$ cat src/rtl/sar_seq_pkg.sv
package sar_seq_pkg;
    typedef enum logic [2:0] {
        ST_IDLE,
        ST_ADDR,
        ST_CONV,
        ST_TAIL,
        ST_REPLAY,
        ST_DONE
    } seq_state_t;
endpackage

$ cat src/rtl/sar_addr_shift.sv
module sar_addr_shift #(
    parameter int AW = 3
) (
    input  logic          clk,
    input  logic          clr,
    input  logic          shift_en,
    input  logic          latch_en,
    input  logic          di,
    output logic [AW-1:0] addr_o
);
    logic [AW-2:0] sh;

    always_ff @(posedge clk or posedge clr) begin
        if (clr) begin
            sh     <= '0;
            addr_o <= '0;
        end else begin
            if (shift_en) sh <= {sh[AW-3:0], di};
            if (latch_en) addr_o <= {sh, di};
        end
    end
endmodule

$ cat src/rtl/sar_core.sv
module sar_core #(
    parameter int W     = 8,
    parameter int CNT_W = 3
) (
    input  logic             clk,
    input  logic             clr,
    input  logic             active,
    input  logic [CNT_W-1:0] step_idx,
    input  logic             comp_hi,
    output logic [W-1:0]     trial,
    output logic [W-1:0]     sar
);
    localparam logic [W-1:0] MSB_ONE = {1'b1, {(W-1){1'b0}}};

    always_comb begin
        trial = active ? (sar | (MSB_ONE >> step_idx)) : '0;
    end

    always_ff @(posedge clk or posedge clr) begin
        if (clr) begin
            sar <= '0;
        end else if (active && comp_hi) begin
            sar <= trial;
        end
    end

    AST_SAR_MONO: assert property (@(posedge clk) disable iff (clr)
        active |=> ((sar & $past(sar)) == $past(sar)));
endmodule

$ cat src/rtl/sar_out_stage.sv
module sar_out_stage
    import sar_seq_pkg::*;
#(
    parameter int W     = 8,
    parameter int CNT_W = 3
) (
    input  logic             clk,
    input  logic             clr,
    input  seq_state_t       state,
    input  logic [CNT_W-1:0] cnt,
    input  logic [W-1:0]     sar,
    output logic             do_o,
    output logic             do_oe,
    output logic             busy
);
    logic             do_nx;
    logic             oe_nx;
    logic             busy_nx;
    logic [CNT_W-1:0] pos;

    always_comb begin
        pos     = CNT_W'(W - 1) - (cnt - CNT_W'(1));
        do_nx   = 1'b0;
        oe_nx   = 1'b0;
        busy_nx = 1'b0;
        unique case (state)
            ST_IDLE, ST_ADDR, ST_DONE: begin
                do_nx = 1'b0;
            end
            ST_CONV: begin
                oe_nx   = 1'b1;
                busy_nx = 1'b1;
                do_nx   = (cnt == '0) ? 1'b0 : sar[pos];
            end
            ST_TAIL: begin
                oe_nx = 1'b1;
                do_nx = sar[0];
            end
            ST_REPLAY: begin
                oe_nx = 1'b1;
                do_nx = sar[cnt];
            end
            default: begin
                do_nx = 1'b0;
            end
        endcase
    end

    always_ff @(negedge clk or posedge clr) begin
        if (clr) begin
            do_o  <= 1'b0;
            do_oe <= 1'b0;
            busy  <= 1'b0;
        end else begin
            do_o  <= do_nx;
            do_oe <= oe_nx;
            busy  <= busy_nx;
        end
    end
endmodule

$ cat src/rtl/sar_serial_seq.sv
module sar_serial_seq
    import sar_seq_pkg::*;
#(
    parameter int DATA_W     = 8,
    parameter int ADDR_W     = 3,
    parameter bit LSB_REPLAY = 1'b1
) (
    input  logic              sclk,
    input  logic              cs_n,
    input  logic              di,
    input  logic              comp_hi,
    output logic [DATA_W-1:0] trial_code,
    output logic [ADDR_W-1:0] mux_addr,
    output logic              busy,
    output logic              do_o,
    output logic              do_oe
);
    localparam int CNT_W = $clog2(DATA_W > ADDR_W ? DATA_W : ADDR_W);
    localparam logic [CNT_W-1:0] LAST_BIT  = CNT_W'(DATA_W - 1);
    localparam logic [CNT_W-1:0] LAST_ADDR = CNT_W'(ADDR_W - 1);

    seq_state_t       state, state_nx;
    logic [CNT_W-1:0] cnt, cnt_nx;
    logic             shift_en, latch_en, conv_en;
    logic [DATA_W-1:0] sar;

    always_ff @(posedge sclk or posedge cs_n) begin
        if (cs_n) begin
            state <= ST_IDLE;
            cnt   <= '0;
        end else begin
            state <= state_nx;
            cnt   <= cnt_nx;
        end
    end

    always_comb begin
        state_nx = state;
        cnt_nx   = cnt;
        shift_en = 1'b0;
        latch_en = 1'b0;
        conv_en  = 1'b0;
        unique case (state)
            ST_IDLE: begin
                if (di) begin
                    state_nx = ST_ADDR;
                    cnt_nx   = '0;
                end
            end
            ST_ADDR: begin
                shift_en = 1'b1;
                if (cnt == LAST_ADDR) begin
                    latch_en = 1'b1;
                    state_nx = ST_CONV;
                    cnt_nx   = '0;
                end else begin
                    cnt_nx = cnt + CNT_W'(1);
                end
            end
            ST_CONV: begin
                conv_en = 1'b1;
                if (cnt == LAST_BIT) begin
                    state_nx = ST_TAIL;
                    cnt_nx   = '0;
                end else begin
                    cnt_nx = cnt + CNT_W'(1);
                end
            end
            ST_TAIL: begin
                state_nx = LSB_REPLAY ? ST_REPLAY : ST_DONE;
                cnt_nx   = '0;
            end
            ST_REPLAY: begin
                if (cnt == LAST_BIT) state_nx = ST_DONE;
                else                 cnt_nx   = cnt + CNT_W'(1);
            end
            ST_DONE: begin
                state_nx = ST_DONE;
            end
            default: begin
                state_nx = ST_IDLE;
            end
        endcase
    end

    sar_addr_shift #(.AW(ADDR_W)) u_addr (
        .clk      (sclk),
        .clr      (cs_n),
        .shift_en (shift_en),
        .latch_en (latch_en),
        .di       (di),
        .addr_o   (mux_addr)
    );

    sar_core #(.W(DATA_W), .CNT_W(CNT_W)) u_core (
        .clk      (sclk),
        .clr      (cs_n),
        .active   (conv_en),
        .step_idx (cnt),
        .comp_hi  (comp_hi),
        .trial    (trial_code),
        .sar      (sar)
    );

    sar_out_stage #(.W(DATA_W), .CNT_W(CNT_W)) u_out (
        .clk   (sclk),
        .clr   (cs_n),
        .state (state),
        .cnt   (cnt),
        .sar   (sar),
        .do_o  (do_o),
        .do_oe (do_oe),
        .busy  (busy)
    );

    AST_QUIET_WHILE_LISTEN: assert property (@(posedge sclk) disable iff (cs_n)
        (state == ST_IDLE || state == ST_ADDR) |-> !do_oe);
    AST_LEAD_ZERO: assert property (@(posedge sclk) disable iff (cs_n)
        (state == ST_CONV && cnt == '0) |-> (do_oe && !do_o));
    AST_BUSY_ONLY_CONV: assert property (@(posedge sclk) disable iff (cs_n)
        busy |-> (state == ST_CONV));
    AST_BUSY_HELD: assert property (@(posedge sclk) disable iff (cs_n)
        (state == ST_CONV && cnt != '0) |-> busy);
    AST_DONE_HIZ: assert property (@(posedge sclk) disable iff (cs_n)
        (state == ST_DONE) |-> !do_oe);
    AST_CHAN_HOLD: assert property (@(posedge sclk) disable iff (cs_n)
        (state == ST_CONV) |=> $stable(mux_addr));
endmodule

$ cat config.mk
export PLATFORM = sky130hd
export DESIGN_NAME = sar_serial_seq
export DESIGN_NICKNAME = d
export VERILOG_FILES = /design/src/rtl/sar_seq_pkg.sv /design/src/rtl/sar_addr_shift.sv /design/src/rtl/sar_core.sv /design/src/rtl/sar_out_stage.sv /design/src/rtl/sar_serial_seq.sv
export SDC_FILE = /design/constraint.sdc
export NUM_CORES = 1
export LEC_CHECK = 0
export BUFFER_PORTS_ARGS = -buffer_cell sky130_fd_sc_hd__buf_2
export CORE_MARGIN = 1
export CORE_UTILIZATION = 55
export CTS_CLUSTER_DIAMETER = 120
export DETAILED_ROUTE_END_ITERATION = 12
export GPL_TIMING_DRIVEN = 0
export PLACE_DENSITY = 0.77
export REMOVE_ABC_BUFFERS = 1
export SLEW_MARGIN = 40
export SYNTH_ARGS = -nofsm -noshare
export SYNTH_HDL_FRONTEND = slang
export SYNTH_SLANG_ARGS = --single-unit
$ cat constraint.sdc
create_clock -name sclk -period 2.9 [get_ports sclk]
set_clock_uncertainty 0.2 [all_clocks]
set_input_delay 0.725 -clock sclk [delete_from_list [all_inputs] [get_ports sclk]]
set_output_delay 0.725 -clock sclk [all_outputs]
set_load 0.01 [all_outputs]
==> impl_metrics.py, run 1 <==
metrics = {
    "worst_setup_path": {
        "critical_path.top_delay_family": "adder cells",
        "max_stage_delay_ps": 420,
        "startpoint_type": "register",
        "cp.arrival_ps": 1740,
        "worstPathCellList": "inv_2 > ha_4 > ha_4 > nor2b_1 > a22oi_1 > nand3_1 > o221ai_1",
        "rr_worst_depth": 7,
        "crit_path_end_kind": "register",
        "worstPathRequired_ps": 1410,
        "critPathKind": "reg2reg",
        "critPathBufInv": 1,
        "cp.depth": 7,
        "crit_path_max_fanout": 4,
        "cp_common_cell": "ha_4",
        "crit_slowest_cell": "dfrtp_2",
    },
    "routing": {
        "via_count": 1038,
        "drt-pass1-iter-count": 4,
        "drt-wirelength-per-cell_um": 17.8,
        "drtIter0Drc": 41,
        "viasPerCell": 6.14,
        "drcViolationCount": 0,
        "ant_nets": 0,
        "routed_wl_um": 3010,
    },
    "yosys": {
        "synth_top_area_share_pct": 38.1,
        "postSynthCellCount": 120,
        "synth_mux_area_share_pct": 13.1,
        "synth.distinct_cells": 32,
        "yosysSeqAreaShare_pct": 44.1,
        "synthAdderAreaFrac_pct": 8.02,
        "syn-cell-area_um2": 1250,
        "ys_ff_latch": 22,
        "synth_compound_area_share_pct": 14.9,
        "synth_top_family_by_area": "simple AND/OR/NAND/NOR gates",
        "synth_xor_area_share_pct": 0,
        "synth-simple-area-share_pct": 15.0,
        "synth_warnings": 0,
        "avgSynthCellArea_um2": 10.4,
        "ys_top_cells_by_area": "dfrtp_1, ha_1, mux2_2",
        "synth_area_leader_cell": "dfrtp_1",
    },
    "clock_tree": {
        "cts_root_buf": "clkbuf_4",
        "h-tree-depth": 1,
        "cts_tree": "done",
        "cts_buffers": 3,
        "clkTransAtPathRegs_ps": 130,
        "clk_path_buf_depth": 2,
        "clock_sinks": 22,
        "clk-insertion-delay-late_ps": 320,
    },
    "global_route": {
        "grt_max_degree": 23,
        "grt_pass1_vias": 943,
        "antenna_found_initial": 0,
        "grt_overflow": 0,
        "grt_pass1_wl_um": 4430,
        "grt_usage_pct": 24.4,
    },
    "place": {
        "dp_worst_setup_slack_ps": -648,
        "dp_hpwl_um": 1710,
        "numPortBuffers": 17,
        "gp_congestion": 0.812,
        "dp_cells": 157,
    },
    "run_status": {
        "status": "finished, violations left",
        "violations": "negative setup slack",
    },
    "cells_and_area": {
        "postLayoutCoreUtil_pct": 73.2,
        "regArea_um2": 557,
        "fin_nets": 155,
        "layout-drive-gt1-share_pct": 38.0,
        "layout_commonest_cell": "buf_2",
        "multi_input_comb_area_um2": 676,
        "fillers": 163,
        "fin_cells": 169,
        "layout_common_cells": "buf_2, nor2_1, dfrtp_1, a21o_1",
        "area.growth.synth_to_final_pct": 19.7,
        "diodes": 0,
    },
    "flow_run": {
        "maxCapViolCount": 0,
    },
    "power": {
        "p_per_area_nw_per_um2": 401,
        "power_switching_mw": 0.130,
        "ir_drop_mv": 0.362,
        "pwr-share-seq_pct": 54.4,
        "switching_share_pct": 21.7,
        "p_int_mw": 0.470,
        "p_total_mw": 0.600,
        "combPwrFrac_pct": 4.9,
        "p_leak_nw": 0.694,
        "clkPwrFrac_pct": 40.7,
    },
    "floorplanning": {
        "die_area_um2": 2470,
        "ios": 18,
        "rows": 16,
        "design.core.area_um2": 2040,
        "start_util_pct": 61.2,
        "fp.dieH_um": 49.7,
        "die-width_um": 49.7,
    },
    "timing": {
        "setup-violations-final": 4,
        "hold_viol_final": 0,
        "timing.slew.headroom_pct": 68.5,
        "setup_slack_ps": -329,
        "rsz0062_at_grt": "true",
        "worst_pin_slew_ps": 471,
        "maxSlewViolCount": 0,
    },
    "worst_hold_path": {
        "holdCritPathClass": "in2async",
    },
}
power groups by stage:
stage | sequential [mW] | combinational, mW | clock (mW)
4_1_cts | 0.325 | 0.0280 | 0.244
3_3_place_gp | 0.329 | 0.0266 | 0
2_1_floorplan | 0.329 | 0.0186 | 0
6_report | 0.326 | 0.0295 | 0.244
3_5_place_dp | 0.330 | 0.0277 | 0
5_1_grt | 0.327 | 0.0328 | 0.254
routing by layer:
metal	up-vias	track usage [%]	wire length (um)
li1	464	-	-
met1	489	32.2	1210
met2	74	39.4	1440
met3	11	4.01	268
met4	0	10.5	92
met5	-	0	0
cells by family after synthesis:
| group | count (synthesis) |
|---|---|
| mux | 13 |
| flops | 22 |
| buf+inv | 13 |
| simple gates | 37 |
| fa+ha+maj | 8 |
| compound gates | 27 |
worst paths after layout:
kind	slack (ps)	start	endpoint
min in group sclk	320	u_addr.addr_o[0]$_DFFE_PP0P_	u_addr.addr_o[0]$_DFFE_PP0P_
min reg2reg	320	u_addr.addr_o[0]$_DFFE_PP0P_	u_addr.addr_o[0]$_DFFE_PP0P_
max reg2reg	-330	cnt[0]$_DFFE_PP0P_	u_out.do_o$_DFF_NP0_
min	190	cs_n	u_core.sar[6]$_DFFE_PP0P_
max in group asynchronous	600	cs_n	u_out.busy$_DFF_NP0_
max	-330	cnt[0]$_DFFE_PP0P_	u_out.do_o$_DFF_NP0_
layout make-up:
type | instances | share of cell area (%)
Multi-Input combinational cell | 85 | 45.2
Clock buffer | 3 | 1.51
Timing Repair Buffer | 25 | 10.2
Tap cell | 27 | 2.26
Inverter | 6 | 1.59
Clock inverter | 1 | 2.01
Sequential cell | 22 | 37.2
state kept, by name, indices dropped and copies added (netlist names):
name and cells:
u_core.sar 8, cnt 3, state 3, u_addr.addr_o 3
u_addr.sh 2, u_out.busy 1, u_out.do_o 1, u_out.do_oe 1
metrics by stage:
stage,hold WS [ps],cell area [um^2],TNS (ps)
final,189,1500,-1220
after global routing,225,1500,-1380
after CTS,320,1430,-1180
after detailed placement,290,1330,-1120
after global placement,283,1330,-932
after floorplan,265,1210,-420
worst reg2reg max path, cell delays in order, from the launching register on:
cell and delay, ps:
dfrtp_2 420, inv_2 60, ha_4 160, ha_4 290, nor2b_1 160, a22oi_1 120, nand3_1 100, o221ai_1 100
what timing repair did:
item / 4_1_cts / 5_1_grt
hold buffers: 0 / 0
gates resized for setup: 8 / 7
setup buffers: 2 / 6
pin swaps: 0 / 3
setup endpoints to repair: 5 / 4
synthesized netlist by cell type (all sizes together):
cell,count
nand3b,2
nor3b,1
nor2,16
or3b,1
and2,1
nand2b,4
clkinv,1
or2,1
a21oi,6
mux2i,4
nor3,1
nand2,5
clkbuf,3
nor2b,4
a21o,8
mux2,7
ha,8
buf,4
a211oi,2
o22ai,1
a31o,2
o221ai,1
dfrtp,19
o211ai,1
nand3,1
o21ai,2
mux4,2
inv,5
a22oi,3
a311oi,1
dfrtn,3
No activity file was read; power rests on OpenSTA's default activity.
==> run 2: changes to the inputs <==
--- a/config.mk
+++ b/config.mk
@@ -7,11 +7,11 @@
 export LEC_CHECK = 0
 export BUFFER_PORTS_ARGS = -buffer_cell sky130_fd_sc_hd__buf_2
 export CORE_MARGIN = 1
-export CORE_UTILIZATION = 55
+export CORE_UTILIZATION = 50
 export CTS_CLUSTER_DIAMETER = 120
 export DETAILED_ROUTE_END_ITERATION = 12
 export GPL_TIMING_DRIVEN = 0
-export PLACE_DENSITY = 0.77
+export PLACE_DENSITY = 0.74
 export REMOVE_ABC_BUFFERS = 1
 export SLEW_MARGIN = 40
 export SYNTH_ARGS = -nofsm -noshare
==> constraint.sdc (replaced) <==
create_clock -name sclk -period 2.6 [get_ports sclk]
set_clock_uncertainty 0.2 [all_clocks]
set_input_delay 0.65 -clock sclk [delete_from_list [all_inputs] [get_ports sclk]]
set_output_delay 0.65 -clock sclk [all_outputs]
set_load 0.01 [all_outputs]
==> run 2 against run 1 <==
  * The run still ends with negative setup slack left
  * Die area increased by 9.6%
  * First-iteration DRC count unchanged
  * Combinational power increased by 6%
  * Count of clock-buffer cells in the layout unchanged
  * Final area increased by 1.8%
  * Utilization decreased by 6.4 points
  * Cell count decreased by 0.59%
  * Register-to-register slack got worse by 80 ps
  * Wire length decreased by 4.9%
  * Global-route usage decreased by 0.45 points
  * Highest routed layer unchanged
  * Setup slack got worse by 84 ps
==> impl_metrics.py, run 2 (synthesis gave the netlist of run 1 again) <==
metrics = {
    "global_route": {
        "grt_overflow": 0,
        "grt_pass1_wl_um": 4480,
        "grt_usage_pct": 24.0,
        "grt_max_degree": 23,
        "grt_pass1_vias": 936,
        "antenna_found_initial": 0,
    },
    "routing": {
        "drcViolationCount": 0,
        "via_count": 984,
        "viasPerCell": 5.86,
        "ant_nets": 0,
        "routed_wl_um": 2860,
        "drtIter0Drc": 41,
        "drt-wirelength-per-cell_um": 17.0,
        "drt-pass1-iter-count": 4,
    },
    "timing": {
        "hold_viol_final": 0,
        "fin_tns_setup_ps": -1520,
        "setup-violations-final": 4,
        "worst_pin_slew_ps": 456,
        "whs_ps": 125,
        "maxSlewViolCount": 0,
        "timing.slew.headroom_pct": 69.4,
        "setup_slack_ps": -413,
        "rsz0062_at_grt": "true",
    },
    "cells_and_area": {
        "layout_commonest_cell": "buf_2",
        "layout_common_cells": "buf_2, nor2_1, dfrtp_1, a21o_1, mux2_2",
        "diodes": 0,
        "layout-drive-gt1-share_pct": 40.0,
        "postLayoutCoreUtil_pct": 66.8,
        "top_register": "u_core.sar",
        "fin_nets": 153,
        "fillers": 166,
        "area.growth.synth_to_final_pct": 21.8,
        "largest_reg_flops": 8,
    },
    "floorplanning": {
        "design.core.area_um2": 2280,
        "fp.dieH_um": 52.0,
        "ios": 18,
        "start_util_pct": 54.9,
        "die_area_um2": 2700,
        "rows": 17,
        "die-width_um": 52.0,
    },
    "worst_setup_path": {
        "crit_path_end_kind": "register",
        "critPathKind": "reg2reg",
        "max_stage_delay_ps": 420,
        "crit_path_max_fanout": 5,
        "worstPathCellList": "inv_2 > ha_4 > mux2i_1 > a311oi_1 > nand3_1 > o221ai_2",
        "worstPathRequired_ps": 1250,
        "crit_slowest_cell": "dfrtp_2",
        "cp.arrival_ps": 1660,
        "critical_path.top_delay_family": "flip-flops",
        "startpoint_type": "register",
        "critPathBufInv": 1,
    },
    "power": {
        "p_per_area_nw_per_um2": 432,
        "ir_drop_mv": 0.425,
        "p_total_mw": 0.657,
        "p_leak_nw": 0.683,
    },
    "clock_tree": {
        "cts_root_buf": "clkbuf_4",
        "clk_path_buf_depth": 2,
        "clkTransAtPathRegs_ps": 130,
        "h-tree-depth": 1,
        "cts_hold_buf": 0,
        "clk-insertion-delay-late_ps": 310,
        "cts_tree": "done",
        "clock_sinks": 22,
        "cts_buffers": 3,
    },
    "worst_hold_path": {
        "holdCritPathClass": "in2async",
    },
    "run_status": {
        "violations": "negative setup slack",
        "status": "finished, violations left",
    },
    "place": {
        "gp_congestion": 0.819,
        "numPortBuffers": 17,
        "dp_worst_setup_slack_ps": -785,
        "dp_hpwl_um": 1740,
    },
    "flow_run": {
        "maxCapViolCount": 0,
    },
}
-- run 2: per-stage QoR --
step,cells,cell area (um^2)
floorplan,113,1210
global placement,158,1330
detailed placement,158,1330
CTS,167,1470
global route,168,1520
finish,168,1520
-- run 2: area by class of cell --
class | count | area (um^2) | area share, %
clock buffers | 3 | 22.5 | 1.48
clock inverters | 1 | 30.0 | 1.97
inverters | 6 | 23.8 | 1.56
multi-input cells | 85 | 719 | 47.3
flip-flops and latches | 22 | 557 | 36.6
well taps | 28 | 35.0 | 2.30
repair buffers | 23 | 134 | 8.80
-- run 2: power by group --
| group | switching, mW | internal, mW | total (mW) |
|---|---|---|---|
| logic | 0.0162 | 0.0150 | 0.0312 |
| registers | 0.00955 | 0.353 | 0.362 |
| clock network | 0.108 | 0.156 | 0.264 |
| total | 0.134 | 0.523 | 0.657 |
-- run 2: path summary, 6_finish.rpt --
kind                       cells after the start                 startpoint                            to  slack, ps
setup / recovery                               6         cnt[0]$_DFFE_PP0P_          u_out.do_o$_DFF_NP0_       -410
hold / removal                                 2                       cs_n  u_addr.addr_o[0]$_DFFE_PP0P_        130
setup reg to reg                               6         cnt[0]$_DFFE_PP0P_          u_out.do_o$_DFF_NP0_       -410
hold reg to reg                                1  u_core.sar[5]$_DFFE_PP0P_     u_core.sar[5]$_DFFE_PP0P_        320
max in group asynchronous                      2                       cs_n          u_out.do_o$_DFF_NP0_        520
min in group sclk                              1  u_core.sar[5]$_DFFE_PP0P_     u_core.sar[5]$_DFFE_PP0P_        320
-- run 2: routing by layer --
metal,GRT usage (%),wire length (um)
met5,0,0
met4,13.1,109
met3,4.68,176
met2,37.2,1280
met1,31.2,1300
-- run 2: worst register-to-register path: stages (launching register included) --
cell and delay [ps]:
dfrtp_2 420, inv_2 60, ha_4 310, mux2i_1 230, a311oi_1 130, nand3_1 110, o221ai_2 90
-- run 2: repair_timing --
item / CTS / global route
buffers inserted: 5 / 1
endpoints found under the setup margin: 9 / 10
pin swaps: 1 / 1
gates cloned: 0 / 0
resized for setup: 11 / 11
==> run 3: changes to the inputs <==
--- a/config.mk
+++ b/config.mk
@@ -11,7 +11,8 @@
 export CTS_CLUSTER_DIAMETER = 120
 export DETAILED_ROUTE_END_ITERATION = 12
 export GPL_TIMING_DRIVEN = 0
-export PLACE_DENSITY = 0.74
+export PLACE_DENSITY = 0.8
+export RECOVER_POWER = 25
 export REMOVE_ABC_BUFFERS = 1
 export SLEW_MARGIN = 40
 export SYNTH_ARGS = -nofsm -noshare
==> run 3 against run 2 <==
  * The flow still finishes with violations (negative setup slack)
  * Flip-flop and latch count is the same
  * Highest routed layer unchanged
  * Hold slack improved by 140 ps
  * Wire length increased by 2.1%
  * Die area stayed put
  * Largest cell class unchanged
  * Sequential share of layout area shrank 0.36 points
  * Via count rose by 3.3%
  * Critical path depth did not move
  * Register-to-register slack hardly changed
  * First-iteration DRC count down 46%
  * Power increased by 1.4%
  * Cell count up 0.60%
==> impl_metrics.py, run 3 (synthesis gave the netlist of run 1 again) <==
metrics = {
    "run_status": {
        "status": "finished, violations left",
        "violations": "negative setup slack",
    },
    "worst_setup_path": {
        "rr_endpoint": "u_out.do_o$_DFF_NP0_",
        "max_stage_delay_ps": 420,
        "startpoint_type": "register",
        "r2r_slack_ps": -410,
        "crit_slowest_cell": "dfrtp_2",
        "r2r-start": "cnt[0]$_DFFE_PP0P_",
        "crit_path_end_kind": "register",
        "critPathBufInv": 1,
        "crit_path_max_fanout": 6,
        "critPathKind": "reg2reg",
        "worstPathRequired_ps": 1260,
        "worstPathCellList": "inv_2 > ha_4 > mux2i_1 > a22oi_1 > nand3_1 > o221ai_2",
        "critical_path.top_delay_family": "flip-flops",
        "rr_worst_depth": 6,
        "cp.arrival_ps": 1670,
    },
    "cells_and_area": {
        "layout_common_cells": "buf_2, nor2_1, dfrtp_1, a21o_1, mux2_2",
        "fin_nets": 154,
        "diodes": 0,
        "top_register": "u_core.sar",
        "largest_reg_flops": 8,
        "layout_commonest_cell": "buf_2",
        "layout-drive-gt1-share_pct": 41.1,
        "postLayoutCoreUtil_pct": 67.5,
        "area.growth.synth_to_final_pct": 23.0,
    },
    "timing": {
        "setup-violations-final": 4,
        "setup_slack_ps": -408,
        "maxSlewViolCount": 0,
        "timing.slew.headroom_pct": 45.1,
        "hold_viol_final": 0,
        "worst_pin_slew_ps": 823,
        "rsz0062_at_grt": "true",
    },
    "routing": {
        "ant_nets": 0,
        "drt-pass1-iter-count": 4,
        "drt-wirelength-per-cell_um": 17.3,
        "viasPerCell": 6.01,
        "drcViolationCount": 0,
        "drtIter0Drc": 22,
        "routed_wl_um": 2930,
        "via_count": 1016,
    },
    "floorplanning": {
        "die_area_um2": 2700,
        "die-width_um": 52.0,
        "start_util_pct": 54.9,
        "design.core.area_um2": 2280,
        "ios": 18,
        "fp.dieH_um": 52.0,
        "rows": 17,
    },
    "global_route": {
        "antenna_found_initial": 0,
        "grt_pass1_vias": 995,
        "grt_pass1_wl_um": 4800,
        "grt_max_degree": 23,
        "grt_usage_pct": 25.0,
        "grt_overflow": 0,
    },
    "place": {
        "dp_hpwl_um": 1720,
        "numPortBuffers": 17,
        "gp_congestion": 0.809,
    },
    "clock_tree": {
        "cts_tree": "done",
        "clk_path_buf_depth": 2,
        "clk-insertion-delay-late_ps": 320,
        "clkTransAtPathRegs_ps": 130,
        "cts_buffers": 3,
        "clock_sinks": 22,
        "h-tree-depth": 1,
        "cts_root_buf": "clkbuf_4",
    },
    "power": {
        "p_total_mw": 0.666,
        "ir_drop_mv": 0.428,
        "p_leak_nw": 0.693,
        "p_per_area_nw_per_um2": 434,
    },
    "worst_hold_path": {
        "holdCritPathClass": "in2async",
    },
    "flow_run": {
        "maxCapViolCount": 0,
    },
}
run 3: worst max-delay path by stage:
stage                                    start                    to  cells after the start
final                       cnt[0]$_DFFE_PP0P_  u_out.do_o$_DFF_NP0_                      6
after global routing        cnt[0]$_DFFE_PP0P_  u_out.do_o$_DFF_NP0_                      4
after CTS                 u_out.do_o$_DFF_NP0_                  do_o                      1
after detailed placement    cnt[0]$_DFFE_PP0P_  u_out.do_o$_DFF_NP0_                      6
after global placement      cnt[0]$_DFFE_PP0P_  u_out.do_o$_DFF_NP0_                      7
after floorplan             cnt[0]$_DFFE_PP0P_  u_out.do_o$_DFF_NP0_                      7
run 3: layout make-up:
cell class,instances,area [um^2]
fill,163,739
multi-input combinational,85,727
sequential,22,557
timing repair buffer,24,141
tap,28,35.0
clock inverter,1,30.0
inverter,6,23.8
clock buffer,3,22.5
run 3: where the power goes:
part,switching [mW],internal (mW)
Clock,0.116,0.156
Sequential,0.0109,0.353
Combinational,0.0162,0.0150
run 3: stage by stage:
stage / setup TNS (ps) / cells / cell area (um^2) / hold slack (ps) / setup WS, ps
global placement: -1450 / 158 / 1330 / 284 / -687
detailed placement: -1640 / 158 / 1330 / 296 / -804
finish: -1530 / 169 / 1540 / 266 / -408
global route: -1720 / 169 / 1540 / 336 / -473
CTS: -1500 / 167 / 1470 / 292 / -388
floorplan: -570 / 113 / 1210 / 265 / -570
run 3: routing by layer:
| metal | GRT usage [%] | part of all wire (%) | vias to the layer above |
|---|---|---|---|
| met1 | 31.6 | 42 | 503 |
| met3 | 3.80 | 5.1 | 13 |
| li1 | - | - | 462 |
| met4 | 11.7 | 3.5 | 0 |
| met2 | 41.5 | 49 | 38 |
| met5 | 0 | 0 | - |
run 3: what timing repair did:
item,4_1_cts,5_1_grt
buffers inserted,5,2
hold buffers,0,0
pin swaps,4,0
gates cloned,0,0
gates resized for setup,13,11
endpoints found under the setup margin,8,9
